`config.mk`:
```
export PLATFORM = sky130hd
export DESIGN_NAME = adc_serial_fe
export DESIGN_NICKNAME = d
export VERILOG_FILES = /design/src/rtl/adc_fe_pkg.sv /design/src/rtl/adc_fe_sync.sv /design/src/rtl/adc_fe_frame.sv /design/src/rtl/adc_fe_cfg.sv /design/src/rtl/adc_fe_dout.sv /design/src/rtl/adc_serial_fe.sv
export SDC_FILE = /design/constraint.sdc
export NUM_CORES = 1
export LEC_CHECK = 0
export BUFFER_PORTS_ARGS = -buffer_cell sky130_fd_sc_hd__buf_4
export CORE_MARGIN = 2
export CORE_UTILIZATION = 30
export DETAILED_ROUTE_END_ITERATION = 12
export GPL_TIMING_DRIVEN = 0
export PLACE_DENSITY = 0.54
export SLEW_MARGIN = 30
export SYNTH_ARGS = -nofsm -noshare
export SYNTH_HDL_FRONTEND = slang
export SYNTH_SLANG_ARGS = --single-unit
```
`constraint.sdc`:
```
create_clock -name clk -period 3.15 [get_ports clk]
set_clock_uncertainty 0.1 [all_clocks]
set_input_delay 0.315 -clock clk [delete_from_list [all_inputs] [get_ports clk]]
set_output_delay 0.315 -clock clk [all_outputs]
set_load 0.01 [all_outputs]
```
`src/rtl/adc_fe_pkg.sv`:
```
package adc_fe_pkg;
  // configuration word: one write-enable bit followed by 12 stored bits
  localparam int CFG_W     = 13;
  localparam int ADDR_W    = 4;
  // positions inside the stored 12-bit field
  localparam int F_SEQ     = 11;
  localparam int F_ADDR_LO = 7;
  localparam int F_PM_LO   = 5;
  localparam int F_SHADOW  = 4;
  localparam int F_LINE    = 3;
  localparam int F_RANGE   = 2;
  localparam int F_CODING  = 1;
  localparam int F_SINGLE  = 0;
endpackage

```
`src/rtl/adc_fe_sync.sv`:
```
module adc_fe_sync #(
  parameter int           W       = 1,
  parameter int           STAGES  = 2,
  parameter logic [W-1:0] RST_VAL = '0
) (
  input  logic         clk,
  input  logic         rst,
  input  logic [W-1:0] d,
  output logic [W-1:0] q
);
  logic [STAGES-1:0][W-1:0] st;

  always_ff @(posedge clk) begin
    if (rst) begin
      for (int i = 0; i < STAGES; i++) st[i] <= RST_VAL;
    end else begin
      st[0] <= d;
      for (int i = 1; i < STAGES; i++) st[i] <= st[i-1];
    end
  end

  assign q = st[STAGES-1];
endmodule

```
`src/rtl/adc_fe_frame.sv`:
```
module adc_fe_frame #(
  parameter int FRAME_LEN = 16,
  parameter int IDX_W     = 5
) (
  input  logic             clk,
  input  logic             rst,
  input  logic             cs_s,
  input  logic             sclk_s,
  input  logic             din_s,
  output logic             start_p,
  output logic             end_p,
  output logic             fall_p,
  output logic [IDX_W-1:0] idx,
  output logic             bit_p
);
  logic             cs_d, sclk_d;
  logic [IDX_W-1:0] cnt;
  logic             cs_fall, cs_rise, sck_fall;

  assign cs_fall  = cs_d & ~cs_s;
  assign cs_rise  = ~cs_d & cs_s;
  assign sck_fall = sclk_d & ~sclk_s & ~cs_s & ~cs_d;

  always_ff @(posedge clk) begin
    if (rst) begin
      cs_d    <= 1'b1;
      sclk_d  <= 1'b1;
      cnt     <= '0;
      start_p <= 1'b0;
      end_p   <= 1'b0;
      fall_p  <= 1'b0;
      idx     <= '0;
      bit_p   <= 1'b0;
    end else begin
      cs_d    <= cs_s;
      sclk_d  <= sclk_s;
      start_p <= cs_fall;
      end_p   <= cs_rise;
      fall_p  <= 1'b0;
      if (cs_fall) begin
        cnt <= '0;
      end else if (sck_fall && cnt < IDX_W'(FRAME_LEN)) begin
        cnt    <= cnt + 1'b1;
        fall_p <= 1'b1;
        idx    <= cnt + 1'b1;
        bit_p  <= din_s;
      end
    end
  end


  edge_count_bound_chk: assert property (@(posedge clk) disable iff (rst)
    cnt <= IDX_W'(FRAME_LEN));


  edge_index_valid_chk: assert property (@(posedge clk) disable iff (rst)
    fall_p |-> (idx != '0) && (idx <= IDX_W'(FRAME_LEN)));
endmodule

```
`src/rtl/adc_fe_cfg.sv`:
```
module adc_fe_cfg
  import adc_fe_pkg::*;
#(
  parameter int IDX_W    = 5,
  parameter int MUX_EDGE = 14
) (
  input  logic              clk,
  input  logic              rst,
  input  logic              start_p,
  input  logic              fall_p,
  input  logic [IDX_W-1:0]  idx,
  input  logic              bit_p,
  output logic [CFG_W-2:0]  cfg_q,
  output logic [ADDR_W-1:0] mux_addr,
  output logic              mux_single
);
  logic [CFG_W-2:0] sh;
  logic [CFG_W-1:0] word;

  assign word = {sh, bit_p};

  always_ff @(posedge clk) begin
    if (rst) begin
      sh         <= '0;
      cfg_q      <= '0;
      mux_addr   <= '0;
      mux_single <= 1'b0;
    end else if (start_p) begin
      sh <= '0;
    end else if (fall_p) begin
      if (idx < IDX_W'(CFG_W)) sh <= {sh[CFG_W-3:0], bit_p};
      if (idx == IDX_W'(CFG_W) && word[CFG_W-1]) cfg_q <= word[CFG_W-2:0];
      if (idx == IDX_W'(MUX_EDGE)) begin
        mux_addr   <= cfg_q[F_ADDR_LO +: ADDR_W];
        mux_single <= cfg_q[F_SINGLE];
      end
    end
  end


  cfg_hold_chk: assert property (@(posedge clk) disable iff (rst)
    !(fall_p && idx == IDX_W'(CFG_W)) |=> $stable(cfg_q));


  mux_hold_chk: assert property (@(posedge clk) disable iff (rst)
    !(fall_p && idx == IDX_W'(MUX_EDGE)) |=> $stable({mux_addr, mux_single}));
endmodule

```
`src/rtl/adc_fe_dout.sv`:
```
module adc_fe_dout
  import adc_fe_pkg::*;
#(
  parameter int DATA_W    = 12,
  parameter int IDX_W     = 5,
  parameter int FRAME_LEN = 16
) (
  input  logic              clk,
  input  logic              rst,
  input  logic              start_p,
  input  logic              end_p,
  input  logic              fall_p,
  input  logic [IDX_W-1:0]  idx,
  input  logic [DATA_W-1:0] sample,
  input  logic [ADDR_W-1:0] mux_addr,
  input  logic              coding,
  input  logic              line_mode,
  output logic              dout,
  output logic              dout_oe,
  output logic              dout_weak
);
  localparam int OUT_W = ADDR_W + DATA_W;

  logic [ADDR_W-1:0] res_addr;
  logic [DATA_W-1:0] res_data, coded;
  logic [OUT_W-1:0]  sh;
  logic              drv, last_edge;

  always_comb begin
    coded = sample;
    if (!coding) coded[DATA_W-1] = ~sample[DATA_W-1];
  end

  assign last_edge = fall_p && idx == IDX_W'(FRAME_LEN);

  always_ff @(posedge clk) begin
    if (rst) begin
      res_addr  <= '0;
      res_data  <= '0;
      sh        <= '0;
      drv       <= 1'b0;
      dout      <= 1'b0;
      dout_oe   <= 1'b0;
      dout_weak <= 1'b0;
    end else begin
      if (last_edge) begin
        res_addr <= mux_addr;
        res_data <= coded;
      end
      if (start_p) begin
        drv       <= 1'b1;
        sh        <= {res_addr, res_data};
        dout      <= res_addr[ADDR_W-1];
        dout_oe   <= 1'b1;
        dout_weak <= 1'b0;
      end else if (drv && fall_p && idx < IDX_W'(FRAME_LEN)) begin
        sh   <= {sh[OUT_W-2:0], 1'b0};
        dout <= sh[OUT_W-2];
      end else if (!drv || last_edge || end_p) begin
        drv       <= 1'b0;
        dout      <= line_mode & mux_addr[ADDR_W-1];
        dout_oe   <= line_mode;
        dout_weak <= line_mode;
      end
    end
  end


  weak_needs_enable_chk: assert property (@(posedge clk) disable iff (rst)
    dout_weak |-> dout_oe);


  weak_level_chk: assert property (@(posedge clk) disable iff (rst)
    dout_weak |-> dout == mux_addr[ADDR_W-1]);


  frame_drive_chk: assert property (@(posedge clk) disable iff (rst)
    start_p |=> dout_oe && !dout_weak);
endmodule

```
`src/rtl/adc_serial_fe.sv`:
```
module adc_serial_fe
  import adc_fe_pkg::*;
#(
  parameter int DATA_W      = 12,
  parameter int SYNC_STAGES = 2,
  parameter int MUX_EDGE    = 14
) (
  input  logic              clk,
  input  logic              rst,
  input  logic              cs_n,
  input  logic              sclk,
  input  logic              din,
  input  logic [DATA_W-1:0] sample,
  output logic              dout,
  output logic              dout_oe,
  output logic              dout_weak,
  output logic [ADDR_W-1:0] mux_addr,
  output logic              mux_single,
  output logic [CFG_W-2:0]  cfg_q
);
  localparam int FRAME_LEN = ADDR_W + DATA_W;
  localparam int IDX_W     = $clog2(FRAME_LEN + 1);

  logic             cs_s, sclk_s, din_s;
  logic             start_p, end_p, fall_p, bit_p;
  logic [IDX_W-1:0] idx;

  adc_fe_sync #(.W(3), .STAGES(SYNC_STAGES), .RST_VAL(3'b110)) u_sync (
    .clk (clk),
    .rst (rst),
    .d   ({cs_n, sclk, din}),
    .q   ({cs_s, sclk_s, din_s})
  );

  adc_fe_frame #(.FRAME_LEN(FRAME_LEN), .IDX_W(IDX_W)) u_frame (
    .clk     (clk),
    .rst     (rst),
    .cs_s    (cs_s),
    .sclk_s  (sclk_s),
    .din_s   (din_s),
    .start_p (start_p),
    .end_p   (end_p),
    .fall_p  (fall_p),
    .idx     (idx),
    .bit_p   (bit_p)
  );

  adc_fe_cfg #(.IDX_W(IDX_W), .MUX_EDGE(MUX_EDGE)) u_cfg (
    .clk        (clk),
    .rst        (rst),
    .start_p    (start_p),
    .fall_p     (fall_p),
    .idx        (idx),
    .bit_p      (bit_p),
    .cfg_q      (cfg_q),
    .mux_addr   (mux_addr),
    .mux_single (mux_single)
  );

  adc_fe_dout #(.DATA_W(DATA_W), .IDX_W(IDX_W), .FRAME_LEN(FRAME_LEN)) u_dout (
    .clk       (clk),
    .rst       (rst),
    .start_p   (start_p),
    .end_p     (end_p),
    .fall_p    (fall_p),
    .idx       (idx),
    .sample    (sample),
    .mux_addr  (mux_addr),
    .coding    (cfg_q[F_CODING]),
    .line_mode (cfg_q[F_LINE]),
    .dout      (dout),
    .dout_oe   (dout_oe),
    .dout_weak (dout_weak)
  );
endmodule

```
==> Word-level counts from Yosys, hierarchy flattened <==
Index checks and enable logic that the tools add are counted.
{ "totals": {"ff_bits": 86, "in_bits": 17, "output_inout_bits": 20, "word_cells": 74} }
{ "op_classes": {"add_sub_neg": 1, "magnitude_cmp": 3, "eq_ne": 4, "muxes": 13, "n_bitwise": 13, "reduce_logical": 19} }
{ "ops": {"columns": ["cell", "n"], "rows": [
  ["two-way mux 15 bit", 2],
  ["two-way mux 1 bit", 11],
  ["== test 5 x 4 -> 1 bit (second input constant)", 2],
  ["< comparator 5 bit (second input constant)", 2],
  ["AND reduction 2 bit", 4],
  ["inverter 1 bit", 7],
  ["AND 1 bit", 6],
  ["AND reduction 3 bit", 2],
  ["adder 5 x 1 -> 5 bit (second input constant)", 1],
  ["== test 5 bit (second input constant)", 1],
  ["logical AND 1 bit", 5],
  ["< comparator 5 x 4 -> 1 bit (second input constant)", 1],
  ["nonzero test 2 bit", 2],
  ["OR reduction 2 bit", 2],
  ["nonzero test 3 bit", 1],
  ["logical OR 1 bit", 2],
  ["!= test 2 bit (second input constant)", 1],
  ["logical NOT 1 bit", 1]
]} }

==> Depth between registers and ports, before layout <==
Gate-level depths: netlist of run 1.
{ "depth": {"depth_word": 7, "ltp_mapped": 6, "mapped_depth_nobuf": 4} }

==> Cells and area by module <==
Synthesis of run 1 repeated with hierarchy kept, for this count alone.
{ "unflattened": {"hier_cells": 365, "area_unflattened_um2": 3480.8} }
{ "modules_own_cells": {"columns": ["mod", "instances", "cells_per_inst", "area_per_inst_um2", "seq_area_each_um2"], "rows": [
  ["adc_fe_dout", 1, 162, 1512.7, 700.7],
  ["adc_fe_cfg", 1, 124, 1193.6, 580.6],
  ["adc_fe_frame", 1, 64, 594.3, 320.3],
  ["adc_fe_sync", 1, 15, 180.2, 120.1]
]} }

==> Worst setup path before layout of run 1 <==
Ideal clock, no wire load.
{ "synth_timing": {"kind": "register to register", "start": "register u_frame.idx[4]", "end": "register u_cfg.cfg_q[10]", "setup_time_ns": 0.128, "arrival_ns": 1.314, "t_required_ns": 2.922, "slack_ns": 1.609, "stages_incl_launch_ff": 6, "n_path_buf": 1, "synth_period_minus_slack_ns": 1.541, "path_cell_list": "dfxtp_1 nand2b_2 nor4_4 buf_6 mux2i_1 nor2_1"} }
{ "synth_between": {"elab_chain_len": 3} }
{ "synth_lines": {"columns": ["element", "line_no", "rtl"], "rows": [
  ["start: declaration", "adc_fe_frame.sv:13", "output logic [IDX_W-1:0] idx,"],
  ["start signal: assignment", "adc_fe_frame.sv:45", "idx <= cnt + 1'b1;"],
  ["== test 5 x 4 -> 1 bit", "adc_fe_cfg.sv:32", "if (idx == IDX_W'(CFG_W) && word[CFG_W-1]) cfg_q <= word[CFG_W-2:0];"],
  ["logical AND 1 bit", "adc_fe_cfg.sv:32", null],
  ["AND reduction 3 bit (no source line)", null, null],
  ["end signal: assignment", "adc_fe_cfg.sv:32", null],
  ["end: declaration", "adc_fe_cfg.sv:13", "output logic [CFG_W-2:0] cfg_q,"]
]} }
No other way between the ends.
A chain may end at the register's enable or synchronous reset.

==> Final worst setup path of run 1 <==
{ "layout_timing": {"start": "register u_frame.idx[0]", "end": "register u_dout.res_data[4]"} }
{ "layout_between": {"elab_chain_len": 2} }
{ "layout_lines": {"columns": ["element", "line_no", "rtl"], "rows": [
  ["== test 5 bit", "adc_fe_dout.sv:34", "assign last_edge = fall_p && idx == IDX_W'(FRAME_LEN);"],
  ["logical AND 1 bit", "adc_fe_dout.sv:34", null],
  ["end signal: assignment", "adc_fe_dout.sv:48", "res_data <= coded;"],
  ["end: declaration", "adc_fe_dout.sv:25", "logic [DATA_W-1:0] res_data, coded;"]
]} }
No other way between the ends.

==> results.json, run 1 <==
{
  "wl_met2_mm": 2.93,
  "numPortBuffers": 36,
  "mappedNetlistArea_sq_um": 3310,
  "vias": 2369,
  "layout-drive-gt1-share": 0.213,
  "cts_resized": 0,
  "hold_ws_ns": 0.0474,
  "drt_iter0_drc": 55,
  "worstMarginPinSlew_ns": 0.666,
  "path_class": "flip-flop to flip-flop",
  "area_growth_pct": 19.6,
  "die_h_um": 109,
  "io_pins": 37,
  "worst-path-buf-inv": 1,
  "finalSetupViolations": 0,
  "min_period_over_period": 0.584,
  "multi_input_area_sq_um": 1470,
  "status": "completed",
  "required_ns": 3.27,
  "postSynthNetCount": 355,
  "critPathLaunchType": "flip-flop",
  "antenna_found_initial": 0,
  "core-area_sq_um": 10800,
  "total_power_mw": 1.94,
  "max-cap-violations": 0,
  "antenna_cells": 0,
  "clkSinkCount": 86,
  "hold_violations": 0,
  "h-tree-depth": 3,
  "cts_setup_buffers": 0,
  "period_minus_slack_ns": 1.84,
  "grt_pass1_wl_mm": 11.2,
  "final_net_count": 402,
  "tns_ns": 0,
  "syn_area_per_cell_sq_um": 9.83,
  "wl_mm": 6.54,
  "cts_buffer_depth": 2,
  "ant_nets": 0,
  "wl_met3_um": 369,
  "crit_top_cell": "nand2_1",
  "overflow": 0,
  "power.leakage_nw": 1.52,
  "via_per_inst": 4.48,
  "powerDensity_nw_per_um2": 490,
  "gp_congestion": 0.705,
  "arrival_ns": 1.96,
  "hold_buffers": 0,
  "end_kind": "flip-flop",
  "maxSlewViolCount": 0,
  "cp_max_fo": 10,
  "avgRoutedWirePerCell_um": 12.4,
  "place_inst": 513,
  "yosysSeqAreaShare": 0.520,
  "layout_commonest_cell": "dfxtp_1",
  "start_util": 0.307,
  "cts_tree": "done",
  "synth-seq-cells": 86,
  "relSlewSlack": 0.544,
  "synth_cell_types": 39,
  "finalNonFillerCells": 529,
  "grt_max_degree": 17,
  "cts-root-buf": "clkbuf_8",
  "hold_path.class": "primary input to flip-flop",
  "grt_pass1_vias": 2296,
  "track_usage": 0.122,
  "wl_met1_mm": 3.19,
  "rsz0062_at_grt": "no",
  "worstSkewPairLatency_ns": 0.35,
  "crit_family": "simple AND/OR/NAND/NOR gates",
  "crit_path_top_delay_cell": "nor4_1",
  "path_cells": "nor4_1 -> nand2_1 -> clkbuf_1 -> nand2_1 -> a21oi_1",
  "peakVddDrop_mv": 0.245,
  "fillers": 1115,
  "dp_hpwl_mm": 4.78,
  "cpPeakStageDelay_ns": 0.46,
  "drc": 0,
  "floorplan.rows": 38,
  "die_area_sq_um": 11900,
  "clk_pin_slew_worst_paths_ns": 0.09,
  "top_layer": "met4",
  "layout_common_cells": "86 x dfxtp_1, 54 x nor2_1, 43 x mux2i_1, 43 x nand2_1, 41 x buf_4",
  "drt-pass1-iter-count": 4,
  "synth_warnings": 0,
  "regArea_sq_um": 1720,
  "die_w_um": 109,
  "fmax_mhz": 544,
  "synthCells": 337,
  "cts_buffers": 9
}
-- registers in the layout, indices dropped and copies added (netlist names), 3 cells and up --
register,cells
u_frame.idx,5
u_dout.res_addr,4
u_cfg.mux_addr,4
u_sync.q,3
u_sync.st,3
u_dout.sh,15
u_dout.res_data,12
u_frame.cnt,5
u_cfg.cfg_q,12
u_cfg.sh,12
-- cell usage after synthesis --
cell       count  area [sq um]
buf_1          1          3.75
mux2i_1       43           430
o21bai_1       1          7.51
nand3_1        2          10.0
buf_4          5          37.5
a221oi_1       1          8.76
mux2_2         7          78.8
nand3b_1       3          22.5
nor2b_1        4          25.0
buf_2          3          15.0
and2_1         2          12.5
a311oi_1       1          8.76
a21oi_1       25           125
nor3_2         1          10.0
nor3b_2        1          12.5
nand2_1       43           161
nor3_1         1          5.00
nor4_1         1          6.26
or4b_4         1          13.8
nand3b_2       1          11.3
a21o_1         1          7.51
buf_6          1          11.3
xor2_1         1          8.76
a2111oi_0      1          8.76
o21ai_0        1          5.00
or2_2          7          43.8
nand2b_2       1          8.76
nor4_4         2          42.5
nor2_4         1          11.3
clkbuf_1       9          33.8
o41ai_1        2          17.5
a211oi_1       3          22.5
dfxtp_1       86          1720
xnor2_1        5          43.8
ha_1           1          12.5
nand2b_1       3          18.8
nor2_1        54           203
mux2_1         6          67.6
inv_1          5          18.8
-- cell type report --
type / count / area share
Timing Repair Buffer: 36 / 0.0682
Buffer: 19 / 0.0256
Multi-Input combinational cell: 227 / 0.371
Sequential cell: 86 / 0.434
Clock inverter: 7 / 0.0202
Clock buffer: 9 / 0.0313
Tap cell: 140 / 0.0442
Inverter: 5 / 0.00474
-- worst register-to-register path, stage by stage (launching register included) --
cell and delay (ns):
dfxtp_1 0.36, nor4_1 0.46, nand2_1 0.29, clkbuf_1 0.30, nand2_1 0.13, a21oi_1 0.07
-- report_power, final --
part / leakage (nW) / switching (mW) / total, mW / internal, mW
Sequential: 0.694 / 0.00237 / 1.09 / 1.09
Clock: 0.0968 / 0.416 / 0.792 / 0.376
Combinational: 0.734 / 0.0311 / 0.0544 / 0.0234
Total: 1.52 / 0.449 / 1.94 / 1.49
-- cells by family (layout without fill, tap and decap cells) --
group	after synthesis	after routing	synth area share
AO/OA/AOI/OAI	36	36	0.0638
flip-flops	86	86	0.520
multiplexers	56	56	0.174
buffers and inverters	24	76	0.0363
XOR/XNOR	6	6	0.0159
AND/OR/NAND/NOR	128	128	0.187
adder cells (fa/ha/maj)	1	1	0.00378
-- through the flow --
step           worst slack, ns  cell area, sq um   util
2_1_floorplan             1.61              3310      -
3_3_place_gp              1.26              3760  0.348
6_report                  1.31              3960  0.367
3_5_place_dp              1.26              3760  0.348
4_1_cts                   1.25              3960  0.367
5_1_grt                  0.982              3960  0.367
-- final timing paths --
kind | startpoint | to | slack (ns) | cells past startpoint
setup reg to reg | u_frame.idx[0]$_SDFFE_PP0P_ | u_dout.res_data[4]$_SDFFE_PP0P_ | 1.31 | 5
hold / removal | sclk | u_sync.st[1]$_SDFF_PP1_ | 0.05 | 2
setup / recovery | u_frame.idx[0]$_SDFFE_PP0P_ | u_dout.res_data[4]$_SDFFE_PP0P_ | 1.31 | 5
hold reg to reg | u_sync.st[2]$_SDFF_PP1_ | u_sync.q[2]$_SDFF_PP1_ | 0.32 | 1
-- routing by layer --
metal  up-vias  GRT usage
li1       1222          -
met1      1091      0.164
met2        51      0.187
met3         5     0.0395
met4         0     0.0330
met5         -          0
Note: power is estimated with default switching activity, not from simulation.
==> inputs of run 2 (changes only) <==
==> constraint.sdc (replaced) <==
create_clock -name clk -period 1.7 [get_ports clk]
set_clock_uncertainty 0.1 [all_clocks]
set_input_delay 0.17 -clock clk [delete_from_list [all_inputs] [get_ports clk]]
set_output_delay 0.17 -clock clk [all_outputs]
set_load 0.01 [all_outputs]
==> run 2 against run 1 <==
Net effect:
- sequential power rose by 86%
- via count up 3.5%
- utilization grew 2.2 points
- register-to-register slack got worse by 1.2 ns
- critical path type unchanged
- critical endpoint is now u_cfg.cfg_q[2]$_SDFFE_PP0P_
==> results.json, run 2 (synthesized netlist as in run 1, its figures left out) <==
{
  "status": "completed",
  "fillers": 1097,
  "hold_path.class": "primary input to flip-flop",
  "cts-root-buf": "clkbuf_8",
  "critPathLaunchType": "flip-flop",
  "rsz0062_at_grt": "yes",
  "die_h_um": 109,
  "hold_violations": 0,
  "arrival_ns": 1.72,
  "powerDensity_nw_per_um2": 866,
  "drc": 0,
  "layout_common_cells": "82 x dfxtp_1, 54 x nor2_1, 43 x mux2i_1",
  "tns_ns": 0,
  "overflow": 0,
  "maxSlewViolCount": 0,
  "avgRoutedWirePerCell_um": 12.6,
  "antenna_cells": 0,
  "cts_buffer_depth": 2,
  "floorplan.rows": 38,
  "worst-path-buf-inv": 1,
  "cp_max_fo": 6,
  "required_ns": 1.83,
  "path_class": "flip-flop to flip-flop",
  "grt_max_degree": 17,
  "core-area_sq_um": 10800,
  "total_power_mw": 3.64,
  "vias": 2452,
  "via_per_inst": 4.50,
  "cts_tree": "done",
  "power.leakage_nw": 1.66,
  "final_net_count": 418,
  "peakVddDrop_mv": 0.470,
  "top_register": "u_dout.sh",
  "min_period_over_period": 0.938,
  "drt_iter0_drc": 82,
  "multi_input_area_sq_um": 1530,
  "crit_path_top_delay_cell": "dfxtp_2",
  "regArea_sq_um": 1730,
  "largest_register_ffs": 15,
  "stdcell_area_sq_um": 4200,
  "start_util": 0.307,
  "fmax_mhz": 627,
  "worstMarginPinSlew_ns": 0.582,
  "track_usage": 0.125,
  "clkSinkCount": 86,
  "path_cells": "nand3b_1 -> nor4_4 -> buf_6 -> mux2i_1 -> nor2_1",
  "place_area_sq_um": 3760,
  "grt_pass1_wl_mm": 11.6,
  "finalSetupViolations": 0,
  "max-cap-violations": 0,
  "die_w_um": 109,
  "wl_mm": 6.89,
  "r2r_setup_slack_ns": 0.10,
  "area_growth_pct": 26.8,
  "crit_family": "simple AND/OR/NAND/NOR gates",
  "ant_nets": 0,
  "clk_pin_slew_worst_paths_ns": 0.09,
  "drt-pass1-iter-count": 5,
  "end_kind": "flip-flop",
  "io_pins": 37,
  "grt_pass1_vias": 2386,
  "relSlewSlack": 0.612,
  "cpPeakStageDelay_ns": 0.37,
  "h-tree-depth": 3,
  "layout_commonest_cell": "dfxtp_1",
  "layout-drive-gt1-share": 0.242,
  "antenna_found_initial": 0,
  "gp_congestion": 0.705,
  "worstSkewPairLatency_ns": 0.35,
  "numPortBuffers": 36,
  "die_area_sq_um": 11900,
  "dp_hpwl_mm": 4.78,
  "cts_buffers": 9,
  "period_minus_slack_ns": 1.60
}
==> run 2: power by group <==
group | switching (mW) | internal [mW]
Sequential | 0.00495 | 2.02
Clock | 0.780 | 0.697
Combinational | 0.0646 | 0.0665
Total | 0.850 | 2.79
==> run 2: worst paths after layout <==
path / from / endpoint / cells after the start
setup / recovery: u_frame.idx[1]$_SDFFE_PP0P_ / u_cfg.cfg_q[2]$_SDFFE_PP0P_ / 5
hold / removal: rst / u_dout.dout_weak$_SDFFE_PP0P_ / 3
setup reg to reg: u_frame.idx[1]$_SDFFE_PP0P_ / u_cfg.cfg_q[2]$_SDFFE_PP0P_ / 5
hold reg to reg: u_sync.st[2]$_SDFF_PP1_ / u_sync.q[2]$_SDFF_PP1_ / 1
==> run 2: through the flow <==
step / cells / setup slack, ns / util / hold slack (ns)
3_3_place_gp: 513 / -0.189 / 0.348 / 0.259
5_1_grt: 545 / -0.0386 / 0.389 / 0.0569
6_report: 545 / 0.105 / 0.389 / 0.0638
2_1_floorplan: 337 / 0.159 / - / 0.172
4_1_cts: 545 / 0.00661 / 0.383 / 0.0490
3_5_place_dp: 513 / -0.187 / 0.348 / 0.260
==> run 2: worst min-delay path: stages <==
cell and delay [ns]:
buf_4 0.11, or2_2 0.15, a21oi_1 0.05
==> run 2: per-layer routing <==
layer / up-vias / wire length, um / GRT usage
met3: 4 / 284 / 0.0395
met4: 0 / 55 / 0.0339
met1: 1147 / 3390 / 0.163
li1: 1254 / - / -
met5: - / 0 / 0
met2: 47 / 3170 / 0.200
==> run 2: cell type report <==
cell class	count	area share
Multi-Input combinational cell	227	0.365
Tap cell	140	0.0417
Clock buffer	9	0.0295
Buffer	16	0.0214
Timing Repair Buffer	55	0.108
Clock inverter	7	0.0191
Inverter	5	0.00447
Sequential cell	86	0.411
==> run 2: what timing repair did <==
item / 4_1_cts / 5_1_grt
pin swaps: 2 / 2
resized for setup: 4 / 18
hold buffers: 15 / 0
setup endpoints to repair: 18 / 48
setup buffers: 1 / 2
cloned: 0 / 1
endpoints found under the hold margin: 16 / 0
==> inputs of run 3 (changes only) <==
--- a/config.mk
+++ b/config.mk
@@ -8,10 +8,12 @@
 export BUFFER_PORTS_ARGS = -buffer_cell sky130_fd_sc_hd__buf_4
 export CORE_MARGIN = 2
 export CORE_UTILIZATION = 30
+export CTS_CLUSTER_DIAMETER = 200
 export DETAILED_ROUTE_END_ITERATION = 12
 export GPL_TIMING_DRIVEN = 0
 export PLACE_DENSITY = 0.54
 export SLEW_MARGIN = 30
 export SYNTH_ARGS = -nofsm -noshare
 export SYNTH_HDL_FRONTEND = slang
+export SYNTH_HIERARCHICAL = 1
 export SYNTH_SLANG_ARGS = --single-unit
==> run 3 against run 2 <==
Net effect:
- wire length rose by 13%
- register-to-register slack got worse by 0.09 ns
- clock-buffer cell count did not move
- non-clock buffer count rose by 6
- area after synthesis rose by 5.1%
- global-route usage rose by 0.80 points
- first-iteration DRC count rose by 49%
- critical path type unchanged
- critical endpoint is now u_frame/cnt[0]$_SDFFE_PP0P_
- largest power group is now clock
==> results.json, run 3 <==
{
  "fillers": 1132,
  "crit_family": "simple AND/OR/NAND/NOR gates",
  "grt_pass1_wl_mm": 13.4,
  "ys_async_sr_fraction": 0,
  "antenna_found_initial": 0,
  "p_int_mw": 3.53,
  "setup_ws_ns": 0.0142,
  "seq_power_share": 0.460,
  "area_growth_pct": 29.0,
  "via_per_inst": 4.80,
  "die_w_um": 112,
  "yosysSeqAreaShare": 0.495,
  "layout_commonest_cell": "dfxtp_1",
  "powerDensity_nw_per_um2": 985,
  "synth_flop_cell": "dfxtp_1",
  "final_net_count": 444,
  "power_frac_comb": 0.030,
  "cts_buffers": 9,
  "yosys.area.top_type": "dfxtp_1",
  "synth_common_cells": "86 x dfxtp_1, 47 x nand2_1, 42 x a21oi_1",
  "period_minus_slack_ns": 1.69,
  "worstSkewPairLatency_ns": 0.34,
  "io_pins": 37,
  "gp_congestion": 0.772,
  "top_layer": "met4",
  "p_clk_frac": 0.510,
  "die_area_sq_um": 12500,
  "synthCells": 365,
  "drt_iter0_drc": 122,
  "track_usage": 0.133,
  "hold_path.class": "primary input to flip-flop",
  "worst-path-buf-inv": 1,
  "critPathLaunchType": "flip-flop",
  "postSynthNetCount": 383,
  "syn_area_per_cell_sq_um": 9.54,
  "worstMarginPinSlew_ns": 0.819,
  "pre_cts_ws_ns": -0.113,
  "synth_cell_types": 49,
  "grt_max_degree": 20,
  "p_sw_frac": 0.201,
  "synth_most_common_cell": "dfxtp_1",
  "antenna_cells": 0,
  "p_sw_mw": 0.889,
  "path_class": "flip-flop to flip-flop",
  "dp_hpwl_mm": 5.35,
  "cts-root-buf": "clkbuf_16",
  "place_area_sq_um": 3940,
  "rsz0062_at_grt": "yes",
  "rr_worst_depth": 4,
  "finalSetupViolations": 0,
  "max-cap-violations": 0,
  "synth_top_area_share": 0.495,
  "r2r_setup_slack_ns": 0.01,
  "layout-drive-gt1-share": 0.237,
  "cp_max_fo": 7,
  "numPortBuffers": 36,
  "peakVddDrop_mv": 0.674,
  "end_kind": "flip-flop",
  "core-area_sq_um": 11400,
  "wl_mm": 7.82,
  "ys_top_cells_by_area": "dfxtp_1 49%, mux2i_1 8.9%, a21oi_1 6.0%, nand2_1 5.1%, mux2_2 4.5%",
  "cts_buffer_depth": 2,
  "synth-edff-count": 0,
  "place_inst": 544,
  "largest_register_ffs": 15,
  "min_period_over_period": 0.992,
  "die_h_um": 112,
  "synth_warnings": 6,
  "vias": 2754,
  "avgRoutedWirePerCell_um": 13.6,
  "hold_violations": 0,
  "finalNonFillerCells": 574,
  "cts_tree": "done",
  "wl_met1_mm": 3.64,
  "grt_pass1_vias": 2704,
  "hold_ws_ns": 0.0281,
  "fmax_mhz": 593,
  "top_register": "u_dout/sh",
  "status": "completed",
  "multi_input_area_sq_um": 1620,
  "cpPeakStageDelay_ns": 0.53,
  "clk_pin_slew_worst_paths_ns": 0.06,
  "maxSlewViolCount": 0,
  "clkSinkCount": 86,
  "drt-pass1-iter-count": 4,
  "mappedNetlistArea_sq_um": 3480,
  "wl_met3_um": 348,
  "crit_path_top_delay_cell": "or4b_4",
  "min_path_cells": 2,
  "regArea_sq_um": 1730,
  "arrival_ns": 1.86,
  "wl_met2_mm": 3.73,
  "stdcell_area_sq_um": 4490,
  "floorplan.rows": 39,
  "layout_common_cells": "81 x dfxtp_1, 47 x nand2_1, 41 x buf_4",
  "path_cells": "or4b_4 -> buf_6 -> or3_4 -> a21oi_2",
  "overflow": 0,
  "path_depth": 4,
  "ant_nets": 0,
  "relSlewSlack": 0.448,
  "h-tree-depth": 3,
  "drc": 0,
  "power.leakage_nw": 1.72,
  "required_ns": 1.87,
  "finalCoreUtilization": 0.395,
  "start_util": 0.306,
  "synth-seq-cells": 86
}
[run 3: cell type report]
cell class / count / area share
Sequential cell: 86 / 0.385
Timing Repair Buffer: 53 / 0.0964
Inverter: 8 / 0.00669
Multi-Input combinational cell: 244 / 0.361
Clock inverter: 7 / 0.0270
Buffer: 24 / 0.0337
Clock buffer: 9 / 0.0502
Tap cell: 143 / 0.0399
[run 3: path summary, 6_finish.rpt]
path / startpoint / end
setup reg to reg: u_sync/q[1]$_SDFF_PP1_ / u_frame/cnt[0]$_SDFFE_PP0P_
hold reg to reg: u_sync/st[2]$_SDFF_PP1_ / u_sync/q[2]$_SDFF_PP1_
hold / removal: rst / u_sync/st[0]$_SDFF_PP0_
setup / recovery: u_sync/q[1]$_SDFF_PP1_ / u_frame/cnt[0]$_SDFFE_PP0P_
[run 3: logic make-up after synthesis]
logic type | count (synthesis) | share of synthesized area
and+or+nand+nor | 122 | 0.189
buffers and inverters | 35 | 0.0510
muxes | 45 | 0.134
DFF | 86 | 0.495
adders and majority gates | 1 | 0.00359
AOI/OAI and AO/OA | 73 | 0.119
xor gates and xnor gates | 3 | 0.00755
[run 3: routing by layer]
layer  track usage  up-vias
met1         0.163     1303
met5             0        -
met2         0.222       42
met3        0.0468        8
li1              -     1401
met4        0.0370        0
[run 3: what timing repair did]
| item | in CTS | in global routing |
|---|---|---|
| resized for setup | 8 | 16 |
| pin swaps | 4 | 2 |
| endpoints found under the setup margin | 14 | 30 |
| hold buffers | 14 | 0 |
| endpoints found under the hold margin | 14 | 0 |
| setup buffers | 3 | 0 |
[run 3: power groups by stage]
stage	combinational, mW	clock (mW)	sequential (mW)
2_1_floorplan	0.0560	0	2.08
3_3_place_gp	0.106	0	2.08
3_5_place_dp	0.108	0	2.08
4_1_cts	0.132	2.31	2.03
5_1_grt	0.144	2.41	2.03
6_report	0.132	2.26	2.03
[run 3: metrics by stage]
step	total power, mW	TNS [ns]
global route	4.59	-0.0430
floorplan	2.13	0
CTS	4.48	0
detailed placement	2.18	-0.855
finish	4.42	0
global placement	2.18	-2.49
